===== src/rtl/usb_in_ep_pkg.sv =====
package usb_in_ep_pkg;

  typedef enum logic [1:0] {
    RSP_DATA  = 2'd0,
    RSP_NAK   = 2'd1,
    RSP_STALL = 2'd2,
    RSP_ZLP   = 2'd3
  } rsp_kind_e;

  localparam int REG_W        = 8;
  localparam int B_PRDY       = 0;
  localparam int B_NEMPTY     = 1;
  localparam int B_UNDER      = 2;
  localparam int B_FLUSH      = 3;
  localparam int B_STALL_REQ  = 4;
  localparam int B_STALL_SENT = 5;
  localparam int B_CLR_TGL    = 6;

endpackage


===== src/rtl/usb_in_ep_csr.sv =====
module usb_in_ep_csr
  import usb_in_ep_pkg::*;
(
  input  logic             clk,
  input  logic             rst_n,
  input  logic             wr,
  input  logic [REG_W-1:0] wdata,
  input  logic             ev_stall_tx,
  input  logic             ev_underrun,
  input  logic             ev_acked,
  input  logic             flush_go,
  output logic             stall_req,
  output logic             stall_sent,
  output logic             underrun,
  output logic             toggle,
  output logic             flush_pend,
  output logic             commit
);

  assign commit = wr && wdata[B_PRDY];

  always_ff @(posedge clk) begin
    if (!rst_n) begin
      stall_req  <= 1'b0;
      stall_sent <= 1'b0;
      underrun   <= 1'b0;
      toggle     <= 1'b0;
      flush_pend <= 1'b0;
    end else begin
      if (wr) stall_req <= wdata[B_STALL_REQ];

      // hardware set beats a software clear in the same cycle
      if (ev_stall_tx)                      stall_sent <= 1'b1;
      else if (wr && !wdata[B_STALL_SENT])  stall_sent <= 1'b0;

      if (ev_underrun)                      underrun <= 1'b1;
      else if (wr && !wdata[B_UNDER])       underrun <= 1'b0;

      if (wr && wdata[B_CLR_TGL])           toggle <= 1'b0;
      else if (ev_acked)                    toggle <= ~toggle;

      if (wr && wdata[B_FLUSH])             flush_pend <= 1'b1;
      else if (flush_go)                    flush_pend <= 1'b0;
    end
  end

endmodule


===== src/rtl/usb_in_ep_slots.sv =====
module usb_in_ep_slots #(
  parameter int SLOTS = 2,
  localparam int CW = $clog2(SLOTS + 1)
) (
  input  logic          clk,
  input  logic          rst_n,
  input  logic          commit,
  input  logic          sent,
  input  logic          drop,
  input  logic          clear,
  input  logic          dbuf,
  input  logic          hold_en,
  input  logic          sof,
  output logic [CW-1:0] cnt,
  output logic          prdy_vis,
  output logic          nempty,
  output logic          avail
);

  localparam logic [CW-1:0] SLOTS_C = CW'(SLOTS);
  localparam logic [CW-1:0] ONE_C   = CW'(1);

  logic [CW-1:0] cnt_q, cnt_n, lim;
  logic          prdy_q, held_q;
  logic          commit_ok, dec;

  assign lim       = dbuf ? SLOTS_C : ONE_C;
  assign commit_ok = commit && !prdy_q && (cnt_q < lim);
  assign dec       = (sent || drop) && (cnt_q != '0);

  always_comb begin
    cnt_n = cnt_q;
    if (commit_ok) cnt_n = cnt_n + ONE_C;
    if (dec)       cnt_n = cnt_n - ONE_C;
  end

  always_ff @(posedge clk) begin
    if (!rst_n) begin
      cnt_q  <= '0;
      prdy_q <= 1'b0;
      held_q <= 1'b0;
    end else if (clear) begin
      cnt_q  <= '0;
      prdy_q <= 1'b0;
      held_q <= 1'b0;
    end else begin
      cnt_q <= cnt_n;
      if (commit_ok)         prdy_q <= !(dbuf && (cnt_n < SLOTS_C));
      else if (sent || drop) prdy_q <= 1'b0;
      if (commit_ok && hold_en) held_q <= 1'b1;
      else if (sof || drop)     held_q <= 1'b0;
    end
  end

  assign cnt      = cnt_q;
  assign nempty   = (cnt_q != '0);
  assign prdy_vis = prdy_q && !held_q;
  assign avail    = (cnt_q != '0) && !held_q;

endmodule


===== src/rtl/usb_in_ep_resp.sv =====
module usb_in_ep_resp
  import usb_in_ep_pkg::*;
(
  input  logic      clk,
  input  logic      rst_n,
  input  logic      tok_valid,
  output logic      tok_ready,
  output logic      rsp_valid,
  input  logic      rsp_ready,
  output rsp_kind_e rsp_kind,
  output logic      rsp_pid,
  input  logic      pkt_done,
  input  logic      pkt_acked,
  input  logic      iso,
  input  logic      stall_req,
  input  logic      avail,
  input  logic      toggle,
  output logic      busy,
  output logic      ev_stall_tx,
  output logic      ev_underrun,
  output logic      ev_sent,
  output logic      ev_acked
);

  rsp_kind_e kind_q, kind_n;
  logic      valid_q, pid_q, busy_q, iso_q;
  logic      tok_fire, done_fire;

  assign tok_ready = !valid_q && !busy_q;
  assign tok_fire  = tok_valid && tok_ready;

  // stall outranks data; an empty endpoint answers by mode
  always_comb begin
    if (!iso && stall_req) kind_n = RSP_STALL;
    else if (avail)        kind_n = RSP_DATA;
    else if (iso)          kind_n = RSP_ZLP;
    else                   kind_n = RSP_NAK;
  end

  assign done_fire   = pkt_done && busy_q && !valid_q;
  assign ev_underrun = tok_fire && ((kind_n == RSP_NAK) || (kind_n == RSP_ZLP));
  assign ev_stall_tx = valid_q && rsp_ready && (kind_q == RSP_STALL);
  assign ev_sent     = done_fire && (iso_q || pkt_acked);
  assign ev_acked    = done_fire && !iso_q && pkt_acked;

  always_ff @(posedge clk) begin
    if (!rst_n) begin
      valid_q <= 1'b0;
      kind_q  <= RSP_NAK;
      pid_q   <= 1'b0;
      busy_q  <= 1'b0;
      iso_q   <= 1'b0;
    end else begin
      if (tok_fire) begin
        valid_q <= 1'b1;
        kind_q  <= kind_n;
        pid_q   <= !iso && (kind_n == RSP_DATA) && toggle;
        busy_q  <= (kind_n == RSP_DATA);
        iso_q   <= iso;
      end else begin
        if (valid_q && rsp_ready) valid_q <= 1'b0;
        if (done_fire)            busy_q  <= 1'b0;
      end
    end
  end

  assign rsp_valid = valid_q;
  assign rsp_kind  = kind_q;
  assign rsp_pid   = pid_q;
  assign busy      = busy_q;

endmodule


===== src/rtl/usb_in_ep_ctrl.sv =====
module usb_in_ep_ctrl
  import usb_in_ep_pkg::*;
#(
  parameter int SLOTS = 2
) (
  input  logic       clk,
  input  logic       rst_n,
  input  logic       reg_wr,
  input  logic [7:0] reg_wdata,
  output logic [7:0] reg_rdata,
  input  logic       mode_iso,
  input  logic       mode_dbuf,
  input  logic       mode_iso_upd,
  input  logic       irq_en,
  input  logic       sof,
  input  logic       tok_valid,
  output logic       tok_ready,
  output logic       rsp_valid,
  input  logic       rsp_ready,
  output logic [1:0] rsp_kind,
  output logic       rsp_pid,
  input  logic       pkt_done,
  input  logic       pkt_acked,
  output logic       fifo_drop,
  output logic       fifo_clear,
  output logic       irq
);

  localparam int CW = $clog2(SLOTS + 1);

  logic          stall_req, stall_sent, underrun, toggle, flush_pend, commit;
  logic          ev_stall_tx, ev_underrun, ev_sent, ev_acked, busy, flush_go;
  logic [CW-1:0] cnt;
  logic          prdy_vis, nempty, avail;
  rsp_kind_e     kind;
  logic          irq_q;

  assign flush_go = flush_pend && !busy;

  usb_in_ep_csr csr_i (
    .clk         (clk),
    .rst_n       (rst_n),
    .wr          (reg_wr),
    .wdata       (reg_wdata),
    .ev_stall_tx (ev_stall_tx),
    .ev_underrun (ev_underrun),
    .ev_acked    (ev_acked),
    .flush_go    (flush_go),
    .stall_req   (stall_req),
    .stall_sent  (stall_sent),
    .underrun    (underrun),
    .toggle      (toggle),
    .flush_pend  (flush_pend),
    .commit      (commit)
  );

  usb_in_ep_slots #(.SLOTS(SLOTS)) slots_i (
    .clk      (clk),
    .rst_n    (rst_n),
    .commit   (commit),
    .sent     (ev_sent),
    .drop     (flush_go),
    .clear    (ev_stall_tx),
    .dbuf     (mode_dbuf),
    .hold_en  (mode_iso && mode_iso_upd),
    .sof      (sof),
    .cnt      (cnt),
    .prdy_vis (prdy_vis),
    .nempty   (nempty),
    .avail    (avail)
  );

  usb_in_ep_resp resp_i (
    .clk         (clk),
    .rst_n       (rst_n),
    .tok_valid   (tok_valid),
    .tok_ready   (tok_ready),
    .rsp_valid   (rsp_valid),
    .rsp_ready   (rsp_ready),
    .rsp_kind    (kind),
    .rsp_pid     (rsp_pid),
    .pkt_done    (pkt_done),
    .pkt_acked   (pkt_acked),
    .iso         (mode_iso),
    .stall_req   (stall_req),
    .avail       (avail),
    .toggle      (toggle),
    .busy        (busy),
    .ev_stall_tx (ev_stall_tx),
    .ev_underrun (ev_underrun),
    .ev_sent     (ev_sent),
    .ev_acked    (ev_acked)
  );

  always_ff @(posedge clk) begin
    if (!rst_n) irq_q <= 1'b0;
    else        irq_q <= ev_sent && irq_en;
  end

  always_comb begin
    reg_rdata               = '0;
    reg_rdata[B_PRDY]       = prdy_vis;
    reg_rdata[B_NEMPTY]     = nempty;
    reg_rdata[B_UNDER]      = underrun;
    reg_rdata[B_FLUSH]      = flush_pend;
    reg_rdata[B_STALL_REQ]  = stall_req;
    reg_rdata[B_STALL_SENT] = stall_sent;
  end

  assign rsp_kind   = kind;
  assign fifo_drop  = flush_go;
  assign fifo_clear = ev_stall_tx;
  assign irq        = irq_q;

  logic unused_cnt;
  assign unused_cnt = ^cnt;

endmodule


===== config.mk =====
export PLATFORM = sky130hd
export DESIGN_NAME = usb_in_ep_ctrl
export DESIGN_NICKNAME = d
export VERILOG_FILES = /design/src/rtl/usb_in_ep_pkg.sv /design/src/rtl/usb_in_ep_csr.sv /design/src/rtl/usb_in_ep_slots.sv /design/src/rtl/usb_in_ep_resp.sv /design/src/rtl/usb_in_ep_ctrl.sv
export SDC_FILE = /design/constraint.sdc
export NUM_CORES = 1
export LEC_CHECK = 0
export BUFFER_PORTS_ARGS = -buffer_cell sky130_fd_sc_hd__buf_2
export CELL_PAD_IN_SITES_DETAIL_PLACEMENT = 0
export CELL_PAD_IN_SITES_GLOBAL_PLACEMENT = 1
export CORE_MARGIN = 3
export CORE_UTILIZATION = 37
export DETAILED_ROUTE_END_ITERATION = 12
export PLACE_DENSITY_LB_ADDON = 0.1
export SYNTH_ARGS = -nofsm -noshare
export SYNTH_HDL_FRONTEND = slang
export SYNTH_HIERARCHICAL = 1
export SYNTH_SLANG_ARGS = --single-unit

===== constraint.sdc =====
create_clock -name clk -period 2.9 [get_ports clk]
set_input_delay 0.58 -clock clk [delete_from_list [all_inputs] [get_ports clk]]
set_output_delay 0.58 -clock clk [all_outputs]
set_load 0.1 [all_outputs]

==> impl_metrics.csv <==
group,metric,value,unit
status,status,"finished clean",
floorplan,io_pins,36,
logic_synthesis,syn_area_per_cell,8.62,sq um
floorplan,start_util,0.405,
timing,setup-tns-final,0,ns
finish,syn_to_final_growth,15.7,%
clocking,clockBufferDepth,2,
critical_path,worstSetupPathType,"flop to output pin",
clocking,cts_root_buffer,"clkbuf_4",
critical_path,r2r_setup_slack,1.17,ns
global_routing,grt_pass1_vias,741,
worst_hold_path,holdPathStages,2,
clocking,post_cts_buffers,0,
routing,wl_per_cell,12.7,um
global_routing,grt.total_usage,0.142,
timing,fmax,472,MHz
power_and_ir_drop,power.density,788,nW/um^2
place,io_buffers,31,
logic_synthesis,synth_top_area_share,0.341,
critical_path,r2r-start,"slots_i/cnt[0]",
clocking,clkSinkCount,16,
clocking,cts_resized,0,
timing,rsz0062_at_grt,"false",
logic_synthesis,yosysWarnings,6,
finish,final_cells,163,
power_and_ir_drop,vdd_drop_max,0.455,mV
place,placedCellCount,159,
routing,final_antenna_net_count,0,
clocking,cts_tree,"built",
critical_path,r2r_cells,6,
worst_hold_path,hp-start,"resp_i/rsp_pid",
logic_synthesis,synth.distinct_cells,35,
power_and_ir_drop,p_leak,0.509,nW
logic_synthesis,synth_cells,109,
clocking,clk_latency,0.29,ns
floorplan,std_cell_rows,17,
place,hpwlAfterDp,1600,um
finish,final_common_cell,"buf_2",
critical_path,r2r_end,"resp_i/rsp_pid",
finish,mostFrequentLayoutCells,"31 x buf_2, 16 x dfxtp_1, 13 x nor2_1",
global_routing,grt_max_degree,17,
worst_hold_path,hp-class,"flop to flop",
routing,routed_via_density,4.93,
critical_path,worstPathMaxFanout,5,
logic_synthesis,yosysSeqAreaShare,0.341,
global_routing,grt_pass1_wl,3530,um
timing,hold_violations,0,
finish,drive_above_1_share,0.304,
finish,antenna_cells,0,
global_routing,overflow,0,
finish,layout.nets,158,
routing,first_pass_iters,4,
clocking,clk_pin_slew,0.10,ns
routing,drc,0,
timing,final.setup_skew,0.00506,ns
critical_path,critPathRequiredTime,2.32,ns
timing,finalCritPeriodShare,0.730,
timing,setup_viol_count_final,0,
floorplan,die-width,56.4,um
run,max-cap-violations,0,
routing,routed_wl,2060,um
logic_synthesis,syn_area,940,sq um
timing,slew_violations,0,
global_routing,antenna_found_initial,0,
critical_path,cp-start-kind,"flop",
clocking,cts_made_buffers,3,
timing,final.min_clock_period,2.12,ns
clocking,cts_hold_buf,0,
floorplan,die_y,56.4,um
logic_synthesis,synth_area_leader_cell,"dfxtp_1",
critical_path,end_kind,"output pin",
clocking,htreeDepth,1,
logic_synthesis,ys_ff_latch,16,
routing,dr.first_iter.drc_count,34,
critical_path,critical_path_arrival,1.54,ns
place,gp_congestion,0.706,
worst_hold_path,min_to,"resp_i/rsp_pid",
floorplan,dieArea,3180,sq um
floorplan,coreArea,2320,sq um
routing,via_count,804,
logic_synthesis,yosys-top-cells-area,"dfxtp_1 34%, buf_4 6.4%, nor2_1 5.2%",
==> cell type report <==
class | instances | area (sq um)
fill | 250 | 1230
multi-input combinational | 80 | 526
clock buffer | 4 | 36.3
timing repair buffer | 31 | 155
inverter | 4 | 15.0
sequential | 16 | 320
tap | 28 | 35.0
==> layer usage <==
| layer | GRT usage | vias up | routed length (um) |
|---|---|---|---|
| met2 | 0.197 | 27 | 840 |
| li1 | - | 417 | - |
| met3 | 0.0253 | 2 | 130 |
| met5 | 0 | - | 0 |
| met1 | 0.208 | 358 | 1070 |
| met4 | 0.0712 | 0 | 23 |
==> where the power goes <==
group / internal (mW) / switching (mW) / leakage [nW]
combinational: 0.110 / 0.321 / 0.358
sequential: 0.248 / 0.0274 / 0.131
clock: 0.0764 / 0.0738 / 0.0210
==> cells in the mapped netlist <==
master / count
dfxtp_1: 16
nor2_1: 13
nand2_1: 9
buf_4: 8
nor2b_1: 7
and3_1: 4
inv_1: 4
nor3b_1: 4
a21boi_1: 3
mux2i_1: 3
nand2b_1: 3
o21ai_0: 3
xnor2_1: 3
buf_6: 2
ha_1: 2
nand3_1: 2
nand4_1: 2
nor3_1: 2
nor3b_2: 2
nor4_1: 2
a21oi_1: 1
a22oi_1: 1
and2_1: 1
and2_2: 1
and4b_1: 1
conb_1: 1
nand3b_1: 1
nand4b_1: 1
nor3_4: 1
nor4bb_1: 1
o21ai_1: 1
o21bai_2: 1
o32ai_2: 1
or3b_1: 1
xor2_1: 1
==> how the worst max path moves through the flow <==
stage,startpoint,endpoint,slack (ns),cells after the start
after floorplan,resp_i/rsp_valid,slots_i/cnt[1],0.12,5
after global placement,rsp_ready,fifo_clear,0.90,3
after detailed placement,rsp_ready,fifo_clear,0.90,3
after CTS,slots_i/cnt[0],reg_rdata[1],0.76,4
after global routing,slots_i/cnt[0],reg_rdata[1],0.66,4
final,slots_i/cnt[0],reg_rdata[1],0.78,4
==> registers in the layout (all words and copies together) (netlist names) <==
register	flops
resp_i/rsp_kind	2
slots_i/cnt	2
csr_i/flush_pend	1
csr_i/stall_req	1
csr_i/stall_sent	1
csr_i/toggle	1
csr_i/underrun	1
irq	1
resp_i/busy	1
resp_i/iso_q	1
resp_i/rsp_pid	1
resp_i/rsp_valid	1
slots_i/held_q	1
slots_i/prdy_q	1
==> cells by family after synthesis <==
family / Yosys count / synth area share
compound gates: 11 / 0.0879
xor+xnor: 4 / 0.0373
fa+ha+maj: 2 / 0.0266
buf+inv: 14 / 0.104
flops: 16 / 0.341
mux: 3 / 0.0320
other cells: 1 / 0.00399
simple gates: 58 / 0.368
==> critical path: stages, from the launching register on <==
cell and delay [ns]:
dfxtp_1 0.42, inv_1 0.12, ha_1 0.23, inv_1 0.06
buf_2 0.41
==> per-stage QoR <==
step / hold slack (ns) / area [sq um] / setup WS, ns / util / power, mW
floorplan: 0.443 / 943 / 0.118 / - / 0.670
global placement: 0.436 / 1050 / 0.903 / 0.453 / 0.705
detailed placement: 0.450 / 1050 / 0.900 / 0.453 / 0.712
CTS: 0.466 / 1090 / 0.761 / 0.469 / 0.867
global route: 0.506 / 1090 / 0.656 / 0.469 / 0.915
finish: 0.466 / 1090 / 0.782 / 0.469 / 0.856
(Power assumes the default switching activity.)
